### config.mk
export PLATFORM = sky130hd
export DESIGN_NAME = spim_core
export DESIGN_NICKNAME = d
export VERILOG_FILES = /design/src/rtl/spim_pkg.sv /design/src/rtl/spim_fifo.sv /design/src/rtl/spim_rate.sv /design/src/rtl/spim_shifter.sv /design/src/rtl/spim_core.sv
export SDC_FILE = /design/constraint.sdc
export NUM_CORES = 1
export LEC_CHECK = 0
export BUFFER_PORTS_ARGS = -buffer_cell sky130_fd_sc_hd__buf_2
export CAP_MARGIN = 20
export CORE_ASPECT_RATIO = 1.5
export CORE_MARGIN = 2
export CORE_UTILIZATION = 60
export DETAILED_ROUTE_END_ITERATION = 6
export PLACE_DENSITY = 0.84
export SYNTH_ARGS = -nofsm -noshare
export SYNTH_HDL_FRONTEND = slang
export SYNTH_SLANG_ARGS = --single-unit
### constraint.sdc
create_clock -name clk -period 10.95 [get_ports clk]
set_clock_uncertainty 0.1 [all_clocks]
set_input_delay 1.095 -clock clk [delete_from_list [all_inputs] [get_ports clk]]
set_output_delay 1.095 -clock clk [all_outputs]
set_load 0.05 [all_outputs]
### src/rtl/spim_pkg.sv
package spim_pkg;
    localparam int WORD_W = 16;
    localparam int ADDR_W = 5;
    localparam int PSC_W  = 8;
    localparam int RATE_W = 8;
    localparam int LEN_W  = 4;
    localparam int HALF_W = PSC_W - 1 + RATE_W + 1;

    localparam logic [ADDR_W-1:0] OFS_CFG  = 5'h00;
    localparam logic [ADDR_W-1:0] OFS_CTL  = 5'h04;
    localparam logic [ADDR_W-1:0] OFS_DATA = 5'h08;
    localparam logic [ADDR_W-1:0] OFS_STAT = 5'h0C;
    localparam logic [ADDR_W-1:0] OFS_PSC  = 5'h10;

    localparam int ENABLE_BIT = 1;

    typedef struct packed {
        logic [RATE_W-1:0] rate;
        logic              cpha;
        logic              cpol;
        logic [LEN_W-1:0]  len_m1;
    } frame_cfg_t;

    typedef struct packed {
        frame_cfg_t       cfg;
        logic             en;
        logic [PSC_W-1:0] psc;
    } regs_t;
endpackage

### src/rtl/spim_fifo.sv
module spim_fifo #(
    parameter int WIDTH = 16,
    parameter int DEPTH = 8,
    localparam int AW = $clog2(DEPTH),
    localparam int CW = $clog2(DEPTH + 1)
) (
    input  logic             clk,
    input  logic             rst_n,
    input  logic             push,
    input  logic             pop,
    input  logic [WIDTH-1:0] wdata,
    output logic [WIDTH-1:0] rdata,
    output logic             empty,
    output logic             full,
    output logic [CW-1:0]    count
);
    typedef struct packed {
        logic [DEPTH-1:0][WIDTH-1:0] mem;
        logic [AW-1:0]               wp;
        logic [AW-1:0]               rp;
        logic [CW-1:0]               cnt;
    } fifo_st_t;

    fifo_st_t st_d, st_q;
    logic do_push, do_pop;

    always_comb begin
        st_d    = st_q;
        do_push = push && (st_q.cnt != CW'(DEPTH));
        do_pop  = pop && (st_q.cnt != '0);
        if (do_push) begin
            st_d.mem[st_q.wp] = wdata;
            st_d.wp = st_q.wp + AW'(1);
        end
        if (do_pop) begin
            st_d.rp = st_q.rp + AW'(1);
        end
        st_d.cnt = st_q.cnt + CW'(do_push) - CW'(do_pop);
    end

    always_ff @(posedge clk or negedge rst_n) begin
        if (!rst_n) st_q <= '0;
        else        st_q <= st_d;
    end

    assign rdata = st_q.mem[st_q.rp];
    assign empty = (st_q.cnt == '0);
    assign full  = (st_q.cnt == CW'(DEPTH));
    assign count = st_q.cnt;
endmodule

### src/rtl/spim_rate.sv
module spim_rate
    import spim_pkg::*;
(
    input  logic [PSC_W-1:0]  psc_i,
    input  logic [RATE_W-1:0] rate_i,
    output logic [HALF_W-1:0] half_o
);
    logic [HALF_W-1:0] psc_half;
    logic [HALF_W-1:0] rate_p1;

    always_comb begin
        psc_half = HALF_W'(psc_i[PSC_W-1:1]);
        rate_p1  = HALF_W'({1'b0, rate_i} + (RATE_W + 1)'(1));
        half_o   = psc_half * rate_p1;
    end
endmodule

### src/rtl/spim_shifter.sv
module spim_shifter
    import spim_pkg::*;
#(
    parameter int FW = WORD_W,
    parameter int LW = LEN_W,
    parameter int HW = HALF_W,
    localparam int EW = LW + 1
) (
    input  logic          clk,
    input  logic          rst_n,
    input  logic          start_i,
    input  logic [FW-1:0] word_i,
    input  logic          cpol_i,
    input  logic          cpha_i,
    input  logic [LW-1:0] len_m1_i,
    input  logic [HW-1:0] half_i,
    input  logic          miso_i,
    output logic          active_o,
    output logic          done_o,
    output logic [FW-1:0] rx_word_o,
    output logic          sclk_o,
    output logic          mosi_o
);
    typedef struct packed {
        logic          active;
        logic          cpha;
        logic [LW-1:0] len_m1;
        logic [HW-1:0] half;
        logic [HW-1:0] cnt;
        logic [EW-1:0] edge_idx;
        logic [FW-1:0] tx_sh;
        logic [FW-1:0] rx_sh;
        logic          sclk;
        logic          mosi;
    } sh_st_t;

    sh_st_t s_d, s_q;
    logic [EW-1:0] last_edge;
    logic [LW-1:0] shamt;
    logic          samp_edge;

    always_comb begin
        s_d       = s_q;
        done_o    = 1'b0;
        last_edge = {s_q.len_m1, 1'b1};
        shamt     = LW'(FW - 1) - len_m1_i;
        samp_edge = (s_q.edge_idx[0] == s_q.cpha);
        if (!s_q.active) begin
            s_d.sclk = cpol_i;
            if (start_i) begin
                s_d.active   = 1'b1;
                s_d.cpha     = cpha_i;
                s_d.len_m1   = len_m1_i;
                s_d.half     = half_i;
                s_d.cnt      = '0;
                s_d.edge_idx = '0;
                s_d.rx_sh    = '0;
                s_d.tx_sh    = word_i << shamt;
                if (!cpha_i) begin
                    s_d.mosi  = s_d.tx_sh[FW-1];
                    s_d.tx_sh = s_d.tx_sh << 1;
                end
            end
        end else if (s_q.cnt == s_q.half - HW'(1)) begin
            s_d.cnt      = '0;
            s_d.sclk     = ~s_q.sclk;
            s_d.edge_idx = s_q.edge_idx + EW'(1);
            if (samp_edge) begin
                s_d.rx_sh = {s_q.rx_sh[FW-2:0], miso_i};
            end else if (s_q.cpha || (s_q.edge_idx != last_edge)) begin
                s_d.mosi  = s_q.tx_sh[FW-1];
                s_d.tx_sh = s_q.tx_sh << 1;
            end
            if (s_q.edge_idx == last_edge) begin
                s_d.active = 1'b0;
                done_o     = 1'b1;
            end
        end else begin
            s_d.cnt = s_q.cnt + HW'(1);
        end
        rx_word_o = s_d.rx_sh;
    end

    always_ff @(posedge clk or negedge rst_n) begin
        if (!rst_n) s_q <= '0;
        else        s_q <= s_d;
    end

    assign active_o = s_q.active;
    assign sclk_o   = s_q.sclk;
    assign mosi_o   = s_q.mosi;
endmodule

### src/rtl/spim_core.sv
module spim_core
    import spim_pkg::*;
#(
    parameter int FIFO_DEPTH = 8,
    localparam int CNT_W = $clog2(FIFO_DEPTH + 1)
) (
    input  logic              clk,
    input  logic              rst_n,
    input  logic              bus_sel,
    input  logic              bus_wr,
    input  logic [ADDR_W-1:0] bus_addr,
    input  logic [WORD_W-1:0] bus_wdata,
    output logic [WORD_W-1:0] bus_rdata,
    output logic              sclk_o,
    output logic              mosi_o,
    input  logic              miso_i
);
    regs_t regs_d, regs_q;

    logic              wr_stb, rd_stb;
    logic              tx_push, tx_pop, tx_empty, tx_full;
    logic              rx_push, rx_pop, rx_empty, rx_full;
    logic [WORD_W-1:0] tx_head, rx_head, rx_word;
    logic [CNT_W-1:0]  tx_cnt, rx_cnt;
    logic [HALF_W-1:0] half;
    logic              active, sh_done, start, busy;
    logic [PSC_W-1:0]  psc_wr;

    assign wr_stb = bus_sel && bus_wr;
    assign rd_stb = bus_sel && !bus_wr;

    always_comb begin
        regs_d = regs_q;
        psc_wr = bus_wdata[PSC_W-1:0] & ~PSC_W'(1);
        if (psc_wr < PSC_W'(2)) psc_wr = PSC_W'(2);
        if (wr_stb) begin
            case (bus_addr)
                OFS_CFG: begin
                    regs_d.cfg.rate   = bus_wdata[15:8];
                    regs_d.cfg.cpha   = bus_wdata[7];
                    regs_d.cfg.cpol   = bus_wdata[6];
                    regs_d.cfg.len_m1 = bus_wdata[LEN_W-1:0];
                end
                OFS_CTL: regs_d.en  = bus_wdata[ENABLE_BIT];
                OFS_PSC: regs_d.psc = psc_wr;
                default: ;
            endcase
        end
    end

    always_ff @(posedge clk or negedge rst_n) begin
        if (!rst_n) begin
            regs_q            <= '0;
            regs_q.cfg.len_m1 <= LEN_W'(7);
            regs_q.psc        <= PSC_W'(2);
        end else begin
            regs_q <= regs_d;
        end
    end

    assign start   = regs_q.en && !tx_empty && !active;
    assign tx_pop  = start;
    assign tx_push = wr_stb && (bus_addr == OFS_DATA) && !tx_full;
    assign rx_pop  = rd_stb && (bus_addr == OFS_DATA) && !rx_empty;
    assign rx_push = sh_done && !rx_full;
    assign busy    = active || (regs_q.en && !tx_empty);

    always_comb begin
        case (bus_addr)
            OFS_CFG:  bus_rdata = {regs_q.cfg.rate, regs_q.cfg.cpha, regs_q.cfg.cpol,
                                   2'b00, regs_q.cfg.len_m1};
            OFS_CTL:  bus_rdata = WORD_W'({regs_q.en, 1'b0});
            OFS_DATA: bus_rdata = rx_empty ? '0 : rx_head;
            OFS_STAT: bus_rdata = WORD_W'({busy, rx_full, !rx_empty, !tx_full, tx_empty});
            OFS_PSC:  bus_rdata = WORD_W'(regs_q.psc);
            default:  bus_rdata = '0;
        endcase
    end

    spim_fifo #(.WIDTH(WORD_W), .DEPTH(FIFO_DEPTH)) u_txq (
        .clk(clk), .rst_n(rst_n), .push(tx_push), .pop(tx_pop),
        .wdata(bus_wdata), .rdata(tx_head), .empty(tx_empty), .full(tx_full),
        .count(tx_cnt)
    );

    spim_fifo #(.WIDTH(WORD_W), .DEPTH(FIFO_DEPTH)) u_rxq (
        .clk(clk), .rst_n(rst_n), .push(rx_push), .pop(rx_pop),
        .wdata(rx_word), .rdata(rx_head), .empty(rx_empty), .full(rx_full),
        .count(rx_cnt)
    );

    spim_rate u_rate (
        .psc_i(regs_q.psc), .rate_i(regs_q.cfg.rate), .half_o(half)
    );

    spim_shifter u_shift (
        .clk(clk), .rst_n(rst_n), .start_i(start), .word_i(tx_head),
        .cpol_i(regs_q.cfg.cpol), .cpha_i(regs_q.cfg.cpha),
        .len_m1_i(regs_q.cfg.len_m1), .half_i(half), .miso_i(miso_i),
        .active_o(active), .done_o(sh_done), .rx_word_o(rx_word),
        .sclk_o(sclk_o), .mosi_o(mosi_o)
    );
endmodule

==> impl_results.md, run 1 <==
* Clk_lat worst skew at 0.55 ns
* CTS root buffer: clkbuf_16
* Fin crit share at 0.545
* Origin of the critical flop-to-flop path: regs_q[15]
* Post-CTS Resized at 0
* Final WS setup at 4.98 ns
* Post CTS Setup Buffer Count at 0
* Worst r2r dst: u_shift.s_q[70]
* Clock period minus worst slack at 5.97 ns
* Initial core utilization at 0.608
* First-pass GRT wire length at 77300 µm
* Routed length per instance at 22.8 µm
* Max FO, Critical Path at 12
* Top delay family on crit path: adder cells
* # hold bufs at CTS at 0
* Router iterations before antenna repair at 7
* IO Port Bufs at 43
* Detail Route Antenna Nets at 0
* Max Cap Viol at 0
* Crit path arrival time at 6.27 ns
* Final setup viols at 0
* Maximum VDD drop at 139 µV
* Final hold slack at 0.381 ns
* Via count at 13.7k
* CP endpoint kind: register
* Initial DRC Count at 1035
* Die ar. at 36300 µm²
* Fin nets at 1790
* Met3 Wirelength at 2230 µm
* Crit-path slowest cell: dfrtp_1
* Uppermost layer routed: met4
* GRT Total Usage at 0.276
* Hold path endpoint: u_shift.s_q[14]
* CP Cell Sequence: ha_1, nand3_1, xor2_1, nor2b_1, fa_1, inv_1, fa_1, inv_1, fa_1, inv_1, fa_1, inv_1, ha_1, o311a_1, a41o_1, o41ai_1, o21ai_0, xnor2_1, o21ai_0
* Worst setup SP type: register
* DRC at 2
* Clock-pin slew of the registers on the worst-case setup and hold paths at 0.06 ns
* Placement Cell Area at 21300 µm²
* Post-synth top flop: dfrtp_1
* Multi-input logic area at 10800 µm²
* Mapped Avg Cell Area at 12.5 µm²
* Die H at 232 µm
* Failing checks: design-rule violations
* GPL Wtd Cong at 0.894
* Share of layout cells above drive strength 1 at 0.304
* Initial antenna violation count at 4
* Number of synthesized flops with an enable pin at 0
* Dpl hpwl at 32600 µm
* Aggregate global routing overflow at 0
* RSZ-0062 raised after global routing: no
* Hold depth at 1
* Lkg Pwr at 0.0109 µW
* Pins Over Slew Limit at 0
* Place WS at 5.01 ns
* Slowest stage delay, CP at 0.56 ns
* Ys Warns at 0
* Largest net degree at the start of global routing at 170
* Num CTS Buffers at 37
* Outcome: finished, violations left
* Reg area at 9390 µm²
* Least-Margin Pin Slew at 1.13 ns
* Area Overhead vs Synth at 8.55%
* Min-Delay Path Class: register to register
* CTS tree: built
* H-Tree Depth at 2
* Req. time, crit path at 11.25 ns
* Fmax at 168 MHz
* Synth async-reset ratio at 1.00
* Final Cell Area at 22600 µm²
* Routed vias/inst at 6.43
* Die W at 156 µm
* Met2 wire len at 24600 µm
* Max Root-Sink Buffers at 3
* Row cnt at 83
* Post-synthesis sequential area ratio at 0.450
* Cells on worst reg2reg path at 19
* Relative slew slack at 0.242
* Crit Path Class: register to register
* Setup TNS at 0 ns
* DRT met1 WL at 19400 µm
* Vias in the first global route at 14.3k
* Io pins at 44
* Final hold violations at 0
* FF+latch count, synth at 375
* PD cells at 169 nW/µm²
* Detailed Route WL at 48400 µm
* Filler Cell Count at 2391
* Synth cell types at 83
* Crit path buf inv count at 4
* Hold path startpoint: u_shift.s_q[14]
* R2R Setup Slk at 4.98 ns
* Core area at 34300 µm²
* Syn Nets at 1788
* Mapped Area at 20800 µm²
* Cells after synthesis at 1672
* CTS Sinks at 375
-- where the power goes --
group / internal (µW) / switching, µW
clock network: 724 / 559
logic: 403 / 519
registers: 1490 / 138
-- flip-flops by register name, indices dropped and copies added, names as in the netlist --
register and cells:
regs_q 22, u_rxq.count 4, u_rxq.st_q 134, u_shift.active_o 1
u_shift.last_edge 4, u_shift.mosi_o 1, u_shift.s_q 70, u_shift.sclk_o 1
u_txq.count 4, u_txq.st_q 134
-- through the flow --
stage                     std cells  total power (µW)  utilization
after floorplan                1672              2310            -
after global placement         2057              2510        0.622
after detailed placement       2057              2550        0.622
after CTS                      2122              3830        0.658
after global routing           2128              4020        0.660
final                          2128              3830        0.660
-- synth_stat cells (6+ instances only) --
library cell    n  area share
dfrtp_1       371        0.45
mux2_2        269        0.15
nand2_1       122       0.022
mux4_2         71       0.077
inv_1          66       0.012
o21ai_0        65       0.016
clkbuf_1       62       0.011
ha_1           54       0.032
nor2_1         49      0.0088
mux2i_1        46       0.022
fa_1           36       0.035
nor2b_1        35       0.011
nand3_1        32      0.0077
a21o_1         31       0.011
xnor2_1        29       0.012
xor2_1         27       0.011
a21oi_1        24      0.0058
and2_1         18      0.0054
and3_1         16      0.0048
nor3_1         16      0.0038
buf_1          15      0.0027
a22oi_1        14      0.0050
nor3b_1        14      0.0050
mux2_4         13      0.0094
buf_2          11      0.0026
mux2_1         11      0.0059
nand2b_1       11      0.0033
mux2i_2        10      0.0066
o211ai_1       10      0.0036
nand4_1         8      0.0024
or3_1           7      0.0021
a221oi_1        6      0.0025
a32o_1          6      0.0029
buf_4           6      0.0022
-- worst max-delay path by stage --
stage	cells past startpoint	slack, ns	end	from
floorplan	19	5.67	u_shift.s_q[70]	regs_q[15]
global placement	19	5.20	u_shift.s_q[70]	regs_q[15]
detailed placement	19	5.01	u_shift.s_q[70]	regs_q[15]
CTS	19	5.01	u_shift.s_q[70]	regs_q[15]
global route	18	4.65	u_shift.s_q[69]	regs_q[15]
finish	19	4.98	u_shift.s_q[70]	regs_q[15]
-- layer usage --
metal  global-route usage  up-vias
met1                0.341     7133
met3               0.0392      112
li1                     -     6037
met4                0.141        0
met2                0.473      397
met5                    0        -
-- cells in the final DEF (no fill, tap or decap), types with 18 or more instances in the layout --
cell         n
clkbuf_16   37
a21o_1      31
mux2_2     269
dfrtp_1    367
inv_1       66
fa_1        36
nand2_1    122
o21ai_0     65
nor2b_1     35
mux4_2      71
and2_1      18
nor2_1      49
nand3_1     31
mux2i_1     46
xor2_1      27
buf_2       42
xnor2_1     29
ha_1        54
a21oi_1     23
-- logic make-up after synthesis --
| group | Yosys count | synth area share |
|---|---|---|
| buffers and inverters | 168 | 0.0337 |
| AO/OA/AOI/OAI | 198 | 0.0644 |
| flip-flops | 375 | 0.450 |
| AND/OR/NAND/NOR | 365 | 0.0949 |
| multiplexers | 420 | 0.266 |
| XOR/XNOR | 56 | 0.0235 |
| adder cells (fa/ha/maj) | 90 | 0.0670 |
-- worst register-to-register path, stage by stage (launching register included) --
cell     delay, ns
dfrtp_1       0.56
ha_1          0.26
nand3_1       0.11
xor2_1        0.49
nor2b_1       0.14
fa_1          0.53
inv_1         0.05
fa_1          0.47
inv_1         0.05
fa_1          0.53
inv_1         0.05
fa_1          0.52
inv_1         0.04
ha_1          0.36
o311a_1       0.38
a41o_1        0.26
o41ai_1       0.47
o21ai_0       0.21
xnor2_1       0.17
o21ai_0       0.08
-- area by class of cell --
| class | count | share of cell area |
|---|---|---|
| inverter | 69 | 0.0114 |
| clock inverter | 18 | 0.00846 |
| antenna | 3 | 0.000332 |
| tap | 425 | 0.0235 |
| clock buffer | 47 | 0.0457 |
| timing repair buffer | 62 | 0.0189 |
| sequential | 375 | 0.415 |
| multi-input combinational | 1129 | 0.476 |
Power figures use the tool's default switching activity.
==> inputs of run 2 (changes only) <==
- CORE_UTILIZATION: 60 -> 57
- PLACE_DENSITY: 0.84 -> 0.83
- clock period: 10.95 -> 4.89 ns (I/O delays scaled with it)
==> impl_results.md, run 2 (synthesis gave the netlist of run 1 again) <==
* Detail Route Antenna Nets at 0 (unchanged)
* N_diodes at 0 (-3)
* First-pass GRT wire length at 79900 µm (+3.3%)
* Via count at 13.9k (+1.4%)
* Initial antenna violation count at 0 (-4)
* GPL Wtd Cong at 0.961 (+7.5%)
* Clock-pin slew of the registers on the worst-case setup and hold paths at 0.07 ns (about the same)
* R2R Setup Slk at 0.003 ns (-4.98 ns)
* Io pins at 44 (unchanged)
* Most frequent cells in the layout: dfrtp_1, mux2_2, nand2_1, mux4_2, buf_4
* Combinational Power Share at 0.250 (+0.009)
* Least-Margin Pin Slew at 1.09 ns (-0.0401 ns)
* Sw power at 2740 µW (+130%)
* # hold bufs at CTS at 0 (unchanged)
* GRT Total Usage at 0.265 (-0.0102)
* Core area at 35900 µm² (+4.9%)
* CTS Sinks at 375 (unchanged)
* Area Overhead vs Synth at 11.7%
* Worst r2r dst: u_shift.s_q[68]
* H-Tree Depth at 2 (unchanged)
* Relative slew slack at 0.269 (+0.0271)
* Num CTS Buffers at 35 (-5.4%)
* Routed vias/inst at 6.23 (-3.1%)
* Final setup viols at 0 (unchanged)
* Final design utilization at 0.648 (-0.0125)
* Fin nets at 1838 (+2.7%)
* Die H at 238 µm (+2.6%)
* Max FO, Critical Path at 4 (-8)
* Router iterations before antenna repair at 5 (-2)
* Origin of the critical flop-to-flop path: regs_q[15]
* Row cnt at 85 (+2.4%)
* CP endpoint kind: register
* Final hold violations at 0 (unchanged)
* RSZ-0062 raised after global routing: yes
* Regs by FF count: u_rxq.st_q: 134 flops, u_txq.st_q: 134 flops, u_shift.s_q: 70 flops
* Fin crit share at 0.999 (+0.454)
* PD cells at 372 nW/µm² (+120%)
* Total Power at 8670 µW (+130%)
* Final WS setup at 0.00270 ns (-4.98 ns)
* Die W at 160 µm (+2.5%)
* CTS tree: built
* Pins Over Slew Limit at 0 (unchanged)
* Dpl hpwl at 33800 µm (+3.6%)
* Vias in the first global route at 14.9k (+3.7%)
* Max Root-Sink Buffers at 3 (unchanged)
* Fmax at 205 MHz (+22%)
* Initial core utilization at 0.580 (-0.0284)
* Req. time, crit path at 5.18 ns (-6.07 ns)
* DRC at 0 (-2)
* Largest net degree at the start of global routing at 134 (-21%)
* Detailed Route WL at 49500 µm (+2.1%)
* Initial DRC Count at 953 (-7.9%)
* Clk_lat worst skew at 0.54 ns (about the same)
* Min-Delay Path Class: primary input to asynchronous set/reset pin
* Aggregate global routing overflow at 0 (unchanged)
* Share of layout cells above drive strength 1 at 0.342 (+0.0380)
* Maximum VDD drop at 265 µV (+90%)
* Clock period minus worst slack at 4.89 ns (-1.08 ns)
* Placed cell count at 2158 (+4.9%)
* Crit Path Class: register to register
* Max Cap Viol at 0 (unchanged)
* Routed length per instance at 22.2 µm (-2.4%)
* IO Port Bufs at 43 (unchanged)
* Place WS at -0.224 ns (-5.23 ns)
* Internal Power at 5930 µW (+130%)
* Lkg Pwr at 0.0111 µW (+2.1%)
* Die ar. at 38100 µm² (+5.1%)
* Worst setup SP type: register
* Clock power frac at 0.326 (-0.009)
* Sw frac at 0.316 (-0.00120)
* Sequential Power Share at 0.424 (about the same)
* CP Launch Point: regs_q[15]
* Final Non-Filler Cells at 2226 (+4.6%)
* CTS root buffer: clkbuf_16
* Worst setup path endpoint: u_shift.s_q[68]
* Outcome: finished clean
* Crit path arrival time at 5.18 ns (-1.09 ns)
* Cells on worst reg2reg path at 19 (unchanged)
* Most common cell after layout, fill and taps aside: dfrtp_1
* Setup TNS at 0 ns (unchanged)
[run 2: changes by cell type in the layout (fill, tap and decap cells not counted), moves of 5 or more]
| cell | previous run | this run |
|---|---|---|
| ha_4 | 0 | 5 |
| inv_1 | 66 | 61 |
| buf_4 | 15 | 65 |
| nor2b_1 | 35 | 26 |
| nor2b_2 | 0 | 9 |
| inv_2 | 0 | 5 |
| ha_1 | 54 | 49 |
| clkbuf_1 | 3 | 8 |
[run 2: worst min path at each step]
stage                     from         endpoint  slack [ns]  cells after the start
5_1_grt                  rst_n  u_shift.s_q[70]        0.10                      1
6_report                 rst_n   u_txq.st_q[47]     0.00005                      1
4_1_cts                  rst_n  u_shift.s_q[70]        0.05                      1
3_5_place_dp   u_rxq.st_q[109]  u_rxq.st_q[109]        0.37                      1
3_3_place_gp   u_shift.s_q[10]  u_shift.s_q[10]        0.36                      1
2_1_floorplan            rst_n       regs_q[12]        0.09                      0
[run 2: timing repair]
item,4_1_cts,5_1_grt
pin swaps,19,6
setup buffers,4,0
hold endpoints to repair,0,0
resized for setup,24,11
setup endpoints to repair,3,5
[run 2: power by group through the flow]
stage | Combinational [µW] | Sequential, µW | Clock (µW)
global route | 2380 | 3710 | 2970
floorplan | 1630 | 3560 | 0
global placement | 2050 | 3710 | 0
CTS | 2140 | 3670 | 2870
detailed placement | 2110 | 3720 | 0
finish | 2170 | 3670 | 2820
[run 2: layout make-up]
class                      count  area, µm²
clock inverter                15        209
tap                          478        598
inverter                      69        259
timing repair buffer         112        792
sequential                   375       9400
clock buffer                  48        975
multi-input combinational   1129      11100
fill                        2665      12700
[run 2: worst max-delay path, stage by stage (launching register included)]
cell and delay [ns]:
dfrtp_2 0.45, and3_4 0.21, nand3_4 0.12, xor2_4 0.23
nor2b_2 0.07, fa_1 0.48, inv_1 0.05, fa_1 0.48
inv_2 0.04, fa_1 0.53, inv_1 0.05, fa_1 0.48
inv_2 0.05, ha_4 0.23, o311a_4 0.36, a41o_1 0.23
o41ai_4 0.24, buf_4 0.16, xor2_1 0.13, o21ai_1 0.07
[run 2: through the flow]
step           hold slack, ns  area (µm²)
6_report            0.0000461       23300
2_1_floorplan          0.0934       21000
5_1_grt                 0.101       23300
4_1_cts                0.0462       23200
3_3_place_gp            0.359       21900
3_5_place_dp            0.372       21900
[run 2: metal layers]
layer  track usage  up-vias  wire length [µm]
met4         0.115        0              2180
met2         0.476      437             25600
met1         0.324     7175             19300
met5             0        -                 0
li1              -     6127                 -
met3        0.0323      133              2430
